**config.mk**
```make
export PLATFORM = sky130hd
export DESIGN_NAME = flash_cmd_seq
export DESIGN_NICKNAME = d
export VERILOG_FILES = /design/src/rtl/flash_seq_pkg.sv /design/src/rtl/flash_key_fsm.sv /design/src/rtl/flash_op_decode.sv /design/src/rtl/flash_array_model.sv /design/src/rtl/flash_cmd_seq.sv
export SDC_FILE = /design/constraint.sdc
export NUM_CORES = 1
export LEC_CHECK = 0
export CORE_MARGIN = 2
export CORE_UTILIZATION = 50
export DETAILED_ROUTE_END_ITERATION = 16
export GPL_ROUTABILITY_DRIVEN = 1
export PLACE_DENSITY = 0.88
export SYNTH_ARGS = -nofsm -noshare
export SYNTH_HDL_FRONTEND = slang
export SYNTH_HIERARCHICAL = 1
export SYNTH_SLANG_ARGS = --single-unit
```
**constraint.sdc**
```tcl
create_clock -name clk -period 3.2 [get_ports clk]
set_input_delay 0.8 -clock clk [delete_from_list [all_inputs] [get_ports clk]]
set_output_delay 0.8 -clock clk [all_outputs]
set_load 0.02 [all_outputs]
```
**src/rtl/flash_seq_pkg.sv**
```systemverilog
`timescale 1ns/1ps
package flash_seq_pkg;

    localparam logic [31:0] UNLOCK_KEY_A = 32'h4567_0123;
    localparam logic [31:0] UNLOCK_KEY_B = 32'hCDEF_89AB;

    localparam logic [1:0] REG_KEY  = 2'd0;
    localparam logic [1:0] REG_CTRL = 2'd1;
    localparam logic [1:0] REG_STAT = 2'd2;

    localparam int PAGE_FIELD_W = 8;
    localparam int CB_GO   = 0;
    localparam int CB_PGM  = 1;
    localparam int CB_PER  = 2;
    localparam int CB_MER0 = 3;
    localparam int CB_MER1 = 4;
    localparam int CB_BSEL = 5;
    localparam int CB_PLO  = 8;
    localparam int CB_LOCK = 31;

    localparam int SB_BUSY  = 0;
    localparam int SB_EOP   = 1;
    localparam int SB_SEQ   = 2;
    localparam int SB_ALIGN = 4;
    localparam int SB_OP    = 7;

    typedef enum logic [1:0] {LK_WAIT_A, LK_WAIT_B, LK_OPEN, LK_JAMMED} lock_state_e;
    typedef enum logic [1:0] {SQ_IDLE, SQ_LAUNCH, SQ_WAIT, SQ_FINISH} seq_state_e;
    typedef enum logic [1:0] {OP_NONE = 2'd0, OP_PAGE = 2'd1, OP_MASS = 2'd2} op_kind_e;
    typedef enum logic [1:0] {VD_RUN, VD_SEQ, VD_ALIGN} verdict_e;

    typedef struct packed {
        logic                    pgm;
        logic                    per;
        logic [1:0]              mer;
        logic                    bsel;
        logic [PAGE_FIELD_W-1:0] page;
    } ctrl_fields_t;

    function automatic ctrl_fields_t ctrl_from_word(input logic [31:0] w);
        ctrl_fields_t f;
        f.pgm  = w[CB_PGM];
        f.per  = w[CB_PER];
        f.mer  = {w[CB_MER1], w[CB_MER0]};
        f.bsel = w[CB_BSEL];
        f.page = w[CB_PLO +: PAGE_FIELD_W];
        return f;
    endfunction

    function automatic logic [31:0] ctrl_to_word(input ctrl_fields_t f, input logic lock,
                                                 input logic go);
        logic [31:0] w;
        w = '0;
        w[CB_GO]   = go;
        w[CB_PGM]  = f.pgm;
        w[CB_PER]  = f.per;
        w[CB_MER0] = f.mer[0];
        w[CB_MER1] = f.mer[1];
        w[CB_BSEL] = f.bsel;
        w[CB_PLO +: PAGE_FIELD_W] = f.page;
        w[CB_LOCK] = lock;
        return w;
    endfunction

    function automatic logic [31:0] stat_to_word(input logic busy, input logic eop,
                                                 input logic seq, input logic align,
                                                 input logic op);
        logic [31:0] w;
        w = '0;
        w[SB_BUSY]  = busy;
        w[SB_EOP]   = eop;
        w[SB_SEQ]   = seq;
        w[SB_ALIGN] = align;
        w[SB_OP]    = op;
        return w;
    endfunction

endpackage

```
**src/rtl/flash_key_fsm.sv**
```systemverilog
`timescale 1ns/1ps
module flash_key_fsm
    import flash_seq_pkg::*;
(
    input  logic        clk,
    input  logic        rst_n,
    input  logic        key_we,
    input  logic [31:0] key_val,
    input  logic        relock,
    output logic        unlocked
);

    lock_state_e state_q, state_d;

    always_ff @(posedge clk) begin
        if (!rst_n) state_q <= LK_WAIT_A;
        else        state_q <= state_d;
    end

    always_comb begin
        state_d = state_q;
        unique case (state_q)
            LK_WAIT_A: if (key_we) state_d = (key_val == UNLOCK_KEY_A) ? LK_WAIT_B : LK_JAMMED;
            LK_WAIT_B: if (key_we) state_d = (key_val == UNLOCK_KEY_B) ? LK_OPEN : LK_JAMMED;
            LK_OPEN:   if (relock) state_d = LK_WAIT_A;
            LK_JAMMED: state_d = LK_JAMMED;
        endcase
    end

    assign unlocked = (state_q == LK_OPEN);

endmodule

```
**src/rtl/flash_op_decode.sv**
```systemverilog
`timescale 1ns/1ps
module flash_op_decode
    import flash_seq_pkg::*;
#(
    parameter int DUAL_BANK      = 1,
    parameter int PAGES_PER_BANK = 128
)(
    input  ctrl_fields_t                      fields,
    input  logic                              stale_err,
    output verdict_e                          verdict,
    output op_kind_e                          kind,
    output logic [$clog2(PAGES_PER_BANK)-1:0] page,
    output logic                              bank
);

    localparam int PAGE_W = $clog2(PAGES_PER_BANK);

    logic in_range;
    logic bsel_bad;
    logic mer_any;

    assign mer_any = |fields.mer;

    generate
        if (DUAL_BANK != 0) begin : g_dual
            assign in_range = ({1'b0, fields.page} < 9'(PAGES_PER_BANK));
            assign bank     = fields.bsel;
            assign bsel_bad = 1'b0;
        end else begin : g_single
            assign in_range = ({1'b0, fields.page} < 9'(2 * PAGES_PER_BANK));
            assign bank     = fields.page[PAGE_W];
            assign bsel_bad = fields.bsel;
        end
    endgenerate

    assign page = fields.page[PAGE_W-1:0];
    assign kind = fields.per ? OP_PAGE : OP_MASS;

    always_comb begin
        if (stale_err)
            verdict = VD_SEQ;
        else if (fields.pgm || (fields.per == mer_any) || (fields.per && bsel_bad))
            verdict = VD_SEQ;
        else if (fields.per && !in_range)
            verdict = VD_ALIGN;
        else
            verdict = VD_RUN;
    end

endmodule

```
**src/rtl/flash_array_model.sv**
```systemverilog
`timescale 1ns/1ps
module flash_array_model #(
    parameter int LATENCY = 6
)(
    input  logic clk,
    input  logic rst_n,
    input  logic start,
    output logic busy,
    output logic done
);

    localparam int CNT_W = $clog2(LATENCY + 1);

    logic [CNT_W-1:0] cnt_q;

    always_ff @(posedge clk) begin
        if (!rst_n)            cnt_q <= '0;
        else if (start)        cnt_q <= CNT_W'(LATENCY);
        else if (cnt_q != '0)  cnt_q <= cnt_q - 1'b1;
    end

    assign busy = (cnt_q != '0);
    assign done = (cnt_q == CNT_W'(1));

endmodule

```
**src/rtl/flash_cmd_seq.sv**
```systemverilog
`timescale 1ns/1ps
module flash_cmd_seq
    import flash_seq_pkg::*;
#(
    parameter int DUAL_BANK      = 1,
    parameter int PAGES_PER_BANK = 128,
    parameter int OP_LATENCY     = 6
)(
    input  logic                              clk,
    input  logic                              rst_n,
    input  logic [2:0]                        bus_addr,
    input  logic [31:0]                       bus_wdata,
    input  logic                              bus_we,
    output logic [31:0]                       bus_rdata,
    output logic                              arr_start,
    output logic [1:0]                        arr_kind,
    output logic [$clog2(PAGES_PER_BANK)-1:0] arr_page,
    output logic                              arr_bank,
    output logic [1:0]                        arr_mass
);

    localparam int PAGE_W  = $clog2(PAGES_PER_BANK);
    localparam int NUM_DOM = 2;

    logic [NUM_DOM-1:0] unlocked, key_we, ctrl_we, stat_we, relock;
    logic [NUM_DOM-1:0] go_q, take_go, set_eop, set_seq, set_align, set_op;
    logic [NUM_DOM-1:0] eop_q, seq_err_q, align_err_q, op_err_q;
    ctrl_fields_t       ctrl_q [NUM_DOM];

    seq_state_e  state_q, state_d;
    logic        busy_any;
    logic        req_any, req_dom, accept;
    ctrl_fields_t req_fields;
    logic        req_stale;
    verdict_e    verdict;
    op_kind_e    dec_kind;
    logic [PAGE_W-1:0] dec_page;
    logic        dec_bank;

    logic              owner_q;
    op_kind_e          kind_q;
    logic [PAGE_W-1:0] page_q;
    logic              bank_q;
    logic [1:0]        mass_q;
    logic              arr_busy, arr_done;

    assign busy_any = (state_q != SQ_IDLE);

    generate
        for (genvar d = 0; d < NUM_DOM; d++) begin : g_dom
            logic dom_hit;
            assign dom_hit    = (bus_addr[2] == 1'(d));
            assign key_we[d]  = bus_we && dom_hit && (bus_addr[1:0] == REG_KEY);
            assign ctrl_we[d] = bus_we && dom_hit && (bus_addr[1:0] == REG_CTRL);
            assign stat_we[d] = bus_we && dom_hit && (bus_addr[1:0] == REG_STAT);
            assign relock[d]  = ctrl_we[d] && unlocked[d] && bus_wdata[CB_LOCK];
            assign set_op[d]  = ctrl_we[d] && unlocked[d] && !bus_wdata[CB_LOCK]
                                && bus_wdata[CB_GO] && busy_any;

            flash_key_fsm u_key (
                .clk      (clk),
                .rst_n    (rst_n),
                .key_we   (key_we[d]),
                .key_val  (bus_wdata),
                .relock   (relock[d]),
                .unlocked (unlocked[d])
            );

            always_ff @(posedge clk) begin
                if (!rst_n) begin
                    ctrl_q[d] <= '0;
                    go_q[d]   <= 1'b0;
                end else if (relock[d]) begin
                    ctrl_q[d] <= '0;
                    go_q[d]   <= 1'b0;
                end else if (ctrl_we[d] && unlocked[d]) begin
                    ctrl_q[d] <= ctrl_from_word(bus_wdata);
                    go_q[d]   <= bus_wdata[CB_GO] && !busy_any;
                end else if (take_go[d]) begin
                    go_q[d]   <= 1'b0;
                end
            end

            always_ff @(posedge clk) begin
                if (!rst_n) begin
                    eop_q[d]       <= 1'b0;
                    seq_err_q[d]   <= 1'b0;
                    align_err_q[d] <= 1'b0;
                    op_err_q[d]    <= 1'b0;
                end else begin
                    if (set_eop[d])                               eop_q[d] <= 1'b1;
                    else if (stat_we[d] && bus_wdata[SB_EOP])     eop_q[d] <= 1'b0;
                    if (set_seq[d])                               seq_err_q[d] <= 1'b1;
                    else if (stat_we[d] && bus_wdata[SB_SEQ])     seq_err_q[d] <= 1'b0;
                    if (set_align[d])                             align_err_q[d] <= 1'b1;
                    else if (stat_we[d] && bus_wdata[SB_ALIGN])   align_err_q[d] <= 1'b0;
                    if (set_op[d])                                op_err_q[d] <= 1'b1;
                    else if (stat_we[d] && bus_wdata[SB_OP])      op_err_q[d] <= 1'b0;
                end
            end
        end
    endgenerate

    // Request selection: the non-secure domain wins a same-cycle tie.
    assign req_any    = |go_q;
    assign req_dom    = !go_q[0];
    assign req_fields = ctrl_q[req_dom];
    assign req_stale  = seq_err_q[req_dom] | align_err_q[req_dom] | op_err_q[req_dom];

    flash_op_decode #(
        .DUAL_BANK      (DUAL_BANK),
        .PAGES_PER_BANK (PAGES_PER_BANK)
    ) u_dec (
        .fields    (req_fields),
        .stale_err (req_stale),
        .verdict   (verdict),
        .kind      (dec_kind),
        .page      (dec_page),
        .bank      (dec_bank)
    );

    assign accept = (state_q == SQ_IDLE) && req_any && !arr_busy;

    always_ff @(posedge clk) begin
        if (!rst_n) state_q <= SQ_IDLE;
        else        state_q <= state_d;
    end

    always_comb begin
        state_d = state_q;
        unique case (state_q)
            SQ_IDLE:   if (accept && verdict == VD_RUN) state_d = SQ_LAUNCH;
            SQ_LAUNCH: state_d = SQ_WAIT;
            SQ_WAIT:   if (arr_done) state_d = SQ_FINISH;
            SQ_FINISH: state_d = SQ_IDLE;
        endcase
    end

    always_comb begin
        take_go   = '0;
        set_seq   = '0;
        set_align = '0;
        set_eop   = '0;
        if (accept) begin
            take_go[req_dom]   = 1'b1;
            set_seq[req_dom]   = (verdict == VD_SEQ);
            set_align[req_dom] = (verdict == VD_ALIGN);
        end
        if (state_q == SQ_FINISH) set_eop[owner_q] = 1'b1;
    end

    always_ff @(posedge clk) begin
        if (!rst_n) begin
            owner_q <= 1'b0;
            kind_q  <= OP_NONE;
            page_q  <= '0;
            bank_q  <= 1'b0;
            mass_q  <= '0;
        end else if (accept && verdict == VD_RUN) begin
            owner_q <= req_dom;
            kind_q  <= dec_kind;
            page_q  <= dec_page;
            bank_q  <= dec_bank;
            mass_q  <= req_fields.per ? 2'b00 : req_fields.mer;
        end
    end

    assign arr_start = (state_q == SQ_LAUNCH);
    assign arr_kind  = kind_q;
    assign arr_page  = page_q;
    assign arr_bank  = bank_q;
    assign arr_mass  = mass_q;

    flash_array_model #(.LATENCY(OP_LATENCY)) u_array (
        .clk   (clk),
        .rst_n (rst_n),
        .start (arr_start),
        .busy  (arr_busy),
        .done  (arr_done)
    );

    always_comb begin
        unique case (bus_addr[1:0])
            REG_CTRL: bus_rdata = ctrl_to_word(ctrl_q[bus_addr[2]], !unlocked[bus_addr[2]],
                                               go_q[bus_addr[2]]);
            REG_STAT: bus_rdata = stat_to_word(busy_any, eop_q[bus_addr[2]],
                                               seq_err_q[bus_addr[2]],
                                               align_err_q[bus_addr[2]],
                                               op_err_q[bus_addr[2]]);
            default:  bus_rdata = '0;
        endcase
    end

endmodule

```
==> results of run 1 <==
layout by cell type (no fill, tap or decap), types with 3 or more instances in the layout:
cell type | synthesis | routed
conb_1 | 1 | 16
dlygate4sd2_1 | 0 | 4
ha_1 | 10 | 10
nor2b_1 | 33 | 32
nand3_1 | 8 | 8
inv_1 | 10 | 10
clkbuf_2 | 0 | 7
clkdlybuf4s50_1 | 0 | 50
nor3b_1 | 3 | 3
a22oi_1 | 6 | 5
nand4_1 | 8 | 8
nor4_1 | 7 | 7
and2_1 | 26 | 26
o21ai_0 | 5 | 5
nand2b_1 | 3 | 3
a21oi_1 | 6 | 6
clkdlybuf4s15_1 | 0 | 5
nor2_1 | 25 | 25
dfxtp_1 | 32 | 32
clkbuf_8 | 0 | 11
mux2_2 | 19 | 19
mux2i_1 | 25 | 25
edfxtp_1 | 26 | 26
nor3_1 | 4 | 4
nand2_1 | 21 | 21
buf_4 | 26 | 16
clkbuf_1 | 7 | 5
path summary, 6_finish.rpt:
kind | start | to | slack [ns] | depth (start not counted)
setup / recovery | bus_addr[0] | bus_rdata[8] | 0.06 | 7
hold / removal | state_q[1]$_SDFFE_PN0P_ | state_q[1]$_SDFFE_PN0P_ | 0.50 | 2
setup reg to reg | go_q[0]$_SDFFE_PP0P_ | state_q[1]$_SDFFE_PN0P_ | 0.68 | 7
hold reg to reg | state_q[1]$_SDFFE_PN0P_ | state_q[1]$_SDFFE_PN0P_ | 0.50 | 2
routing by layer:
layer / up-vias / track usage
met4: 0 / 0.1309
met5: - / 0
met1: 1357 / 0.2706
met2: 109 / 0.3869
li1: 1379 / -
met3: 18 / 0.05278
registers in the layout, summed over array words and instances (netlist names), 3 cells and up:
signal and flops:
arr_page 7, ctrl_q 26, g_dom.u_key/state_q 4, u_array/cnt_q 3
metrics by stage:
stage | std cells | total power, uW | instance area [um2] | utilization
3_3_place_gp | 513 | 1102 | 4287 | 0.6275
4_1_cts | 529 | 1696 | 4444 | 0.6505
3_5_place_dp | 513 | 1111 | 4287 | 0.6275
5_1_grt | 529 | 1758 | 4424 | 0.6476
6_report | 529 | 1694 | 4424 | 0.6476
2_1_floorplan | 371 | 1003 | 3598 | -
where the power goes:
part	total, uW	switching, uW	internal (uW)
Combinational	286	157	129
Clock	599	273	325
Sequential	810	16.4	793
critical path, cell delays in order:
cell and delay [ns]:
clkdlybuf4s50_1 0.48, inv_1 0.06, ha_1 0.30, nand2_1 0.11
buf_12 0.16, nor2_1 0.09, dlygate4sd2_1 0.34
cell families after synthesis:
| kind of cell | after synthesis |
|---|---|
| multiplexers | 45 |
| adder cells (fa/ha/maj) | 10 |
| flip-flops | 58 |
| other | 1 |
| XOR/XNOR | 1 |
| buffers and inverters | 48 |
| AND/OR/NAND/NOR | 158 |
| AO/OA/AOI/OAI | 35 |
cell type report:
| cell class | count | area share |
|---|---|---|
| Multi-Input combinational cell | 265 | 0.4282 |
| Sequential cell | 58 | 0.3213 |
| Timing Repair Buffer | 84 | 0.1765 |
| Clock buffer | 16 | 0.03846 |
| Tap cell | 96 | 0.02715 |
| Inverter | 10 | 0.008484 |
timing repair:
action                                  4_1_cts  5_1_grt
resized for setup                            18       19
cloned                                        0        0
endpoints found under the setup margin       16       12
hold endpoints to repair                      0        0
==> results.toml, run 1 <==
[run_status]
outcome = "finished, final reports clean"

[global_route]
grt_max_degree = 25
antenna_found_initial = 0
grt_pass1_vias = 2838
grt_use_total = 0.2305
grt_first_pass_wirelength_um = 13480
grt_overflow = 0

[timing]
period_needed_ns = 3.139
finalSetupViolations = 0
hold_slack_ns = 0.4994
tns_ns = 0
hold_viol_final = 0
tightest_slew_ns = 0.9042
finalCritPeriodShare = 0.9811
setup_slack_ns = 0.06055
rsz0062_at_grt = "false"
clock.fmax_ghz = 0.3185
drv_slew = 0
fin_worst_skew_ns = 0.006821
slew-limit-headroom = 0.3950

[final_layout]
area_growth_pct = 24.90
multi_input_area_um2 = 1894
layout.nets = 476
antenna_cells = 0
drive_above_1_share = 0.1547
seq_area_um2 = 1421
fill_cells = 543

[run]
drv_cap = 0

[place]
placement.io_buffers = 66
dp_hpwl_um = 6338
gp_congestion = 0.8899
dpl_worst_slack_ns = -0.2763

[synth]
ys_seq_area_frac = 0.4013
synth.top_cell.area_share = 0.2204
yosys-top-cells-count = "33 x nor2b_1, 32 x dfxtp_1, 26 x and2_1, 26 x buf_4, 26 x edfxtp_1"
synth_edf_count = 26
ys_warn_count = 6
synthArstFlopShare = 0
ys.flop_type = "dfxtp_1"
synth-compound-area-share = 0.07065
synth_area_um2 = 3542
synthXorXnorAreaFrac = 0.002473
synth_cells = 356
syn_avg_cell_area_um2 = 9.950
yosysTopAreaCell = "edfxtp_1"
synth_top_family_by_area = "simple AND/OR/NAND/NOR gates"
yosys_register_bits = 58
synthAdderAreaFrac = 0.03532
synthDistinctLibCells = 52
synthMuxAreaShare = 0.1353
yosys.cell_count.top_type = "nor2b_1"
yosys.area_share.simple = 0.2720
yosys-top-cells-area = "edfxtp_1 22%, dfxtp_1 18%, mux2i_1 7.1%, mux2_2 6.0%, nor2b_1 5.8%"

[cts]
cts-root-buf = "clkbuf_8"
cts_buffers = 9
cts.sinks = 58
hold_buffers = 0
post_cts_buffers = 0
cts.clk_slew.worst_paths_ns = 0.06
cts_tree = "yes"
worst_skew_pair.late_latency_ns = 0.34
htree_levels = 3
clk_path_buf_depth = 2

[detailed_routing]
met3_length_um = 467
drc = 0
viasPerCell = 5.412
routed-wl-met2_um = 4258
first_iter_violations = 95
dr.pass1.iters = 4
wl_met1_um = 3479
antenna_left = 0
topRoutingLayerUsed = "met4"
wl_um = 8481
routedWlPerCell_um = 16.03
vias = 2863

[min_path]
hold_class = "flip-flop to flip-flop"

[critical_path]
crit_type = "input pin to output port"
start_kind = "input pin"
worstPathMaxFanout = 9
cp.arrival_ns = 2.34
cp-end-kind = "output port"
crit_required_ns = 2.40

[floorplan]
rows = 30
fp.dieW_um = 88.17
die_h_um = 88.17
fp.coreArea_um2 = 6832
die_area_um2 = 7774
io_pins = 83
initial_core_util = 0.5185

[pwr]
leakage_uw = 0.001726
power_density_nw_per_um2 = 382.9
irDropWorstVdd_v = 0.0002004
Power figures use the tool's default switching activity.
==> inputs of run 2 (changes only) <==
--- a/config.mk
+++ b/config.mk
@@ -10,6 +10,7 @@
 export DETAILED_ROUTE_END_ITERATION = 16
 export GPL_ROUTABILITY_DRIVEN = 1
 export PLACE_DENSITY = 0.88
+export SETUP_SLACK_MARGIN = 0.1
 export SYNTH_ARGS = -nofsm -noshare
 export SYNTH_HDL_FRONTEND = slang
 export SYNTH_HIERARCHICAL = 1
==> results.toml, run 2 (synthesized netlist as in run 1, its figures left out) <==
[timing]
tightest_slew_ns = 0.9066
hold_viol_final = 0
period_needed_ns = 3.083
finalCritPeriodShare = 0.9634
setup_slack_ns = 0.1171
slew-limit-headroom = 0.3934
fin_worst_skew_ns = 0.004179
drv_slew = 0
finalSetupViolations = 0
clock.fmax_ghz = 0.3244
rsz0062_at_grt = "false"

[final_layout]
stdcell_area_um2 = 4390
layout.nets = 476
final_common_cell = "clkdlybuf4s50_1"
fill_cells = 543
antenna_cells = 0
area_growth_pct = 23.95
largest_reg_flops = 26
final_cell_mix = "50 x clkdlybuf4s50_1, 32 x nor2b_1, 32 x dfxtp_1, 26 x and2_1, 26 x edfxtp_1"
top_register = "ctrl_q"
drive_above_1_share = 0.1755

[critical_path]
worstPathMaxFanout = 9
crit_required_ns = 2.40
cp.arrival_ns = 2.28
crit_type = "input pin to output port"
cp-end-kind = "output port"
start_kind = "input pin"

[pwr]
p_total_uw = 1691
irDropWorstVdd_v = 0.0002000
leakage_uw = 0.001726
power_density_nw_per_um2 = 385.3

[floorplan]
fp.dieW_um = 88.17
initial_core_util = 0.5185
rows = 30
die_area_um2 = 7774
fp.coreArea_um2 = 6832
die_h_um = 88.17
io_pins = 83

[global_route]
grt_pass1_vias = 2863
grt_overflow = 0
grt_first_pass_wirelength_um = 13570
grt_use_total = 0.2317
antenna_found_initial = 0
grt_max_degree = 25

[detailed_routing]
wl_um = 8541
dr.pass1.iters = 4
drc = 0
viasPerCell = 5.435
vias = 2875
routedWlPerCell_um = 16.15
antenna_left = 0
first_iter_violations = 128

[cts]
cts.clk_slew.worst_paths_ns = 0.06
worst_skew_pair.late_latency_ns = 0.33
cts_buffers = 9
cts_tree = "yes"
clk_path_buf_depth = 2
cts-root-buf = "clkbuf_8"
htree_levels = 3
hold_buffers = 0
cts.sinks = 58

[place]
dpl_worst_slack_ns = -0.2763
placement.io_buffers = 66
dp_hpwl_um = 6338
gp_congestion = 0.8899
dpl_cell_area_um2 = 4287

[min_path]
hold_class = "flip-flop to flip-flop"

[run_status]
outcome = "finished, final reports clean"

[run]
drv_cap = 0
## run 2: through the flow
stage               cells  hold slack, ns    util  TNS [ns]
floorplan             371          0.4677       -         0
global placement      513          0.4813  0.6275    -2.765
detailed placement    513          0.4925  0.6275    -3.418
CTS                   529          0.5006  0.6526         0
global route          529          0.5350  0.6427         0
finish                529          0.4991  0.6427         0
## run 2: cell type report
type	instances	area [um2]	share of cell area
inverters	10	37.54	0.008549
well taps	96	120.1	0.02736
flip-flops and latches	58	1421	0.3237
clock buffers	16	170.2	0.03876
multi-input cells	265	1897	0.4320
repair buffers	84	744.5	0.1696
## run 2: final timing paths
path / from / depth (start not counted) / to / slack [ns]
max: bus_addr[0] / 7 / bus_rdata[11] / 0.12
min: state_q[1]$_SDFFE_PN0P_ / 2 / state_q[1]$_SDFFE_PN0P_ / 0.50
max reg2reg: go_q[0]$_SDFFE_PP0P_ / 7 / state_q[1]$_SDFFE_PN0P_ / 0.71
min reg2reg: state_q[1]$_SDFFE_PN0P_ / 2 / state_q[1]$_SDFFE_PN0P_ / 0.50
## run 2: critical path: stages
cell and delay (ns):
clkdlybuf4s50_1 0.49, inv_1 0.07, ha_1 0.30, nand2_1 0.11, buf_12 0.16, nor2_1 0.16, clkbuf_2 0.20
## run 2: timing repair
| item | 4_1_cts | 5_1_grt |
|---|---|---|
| resized for setup | 47 | 15 |
| cloned | 0 | 0 |
| buffers inserted | 0 | 0 |
| hold endpoints to repair | 0 | 0 |
| setup endpoints to repair | 16 | 15 |
## run 2: routing by layer
| metal | global-route usage | vias to the layer above | routed length (um) | share of wire |
|---|---|---|---|---|
| li1 | - | 1374 | - | - |
| met1 | 0.2706 | 1376 | 3500 | 0.41 |
| met2 | 0.3910 | 106 | 4297 | 0.50 |
| met3 | 0.05278 | 19 | 465 | 0.054 |
| met4 | 0.1309 | 0 | 277 | 0.032 |
| met5 | 0 | - | 0 | 0 |
## run 2: report_power, final
part           switching (uW)  total [uW]  internal (uW)
combinational             158         285            128
clock                     271         596            325
sequential               16.5         810            793
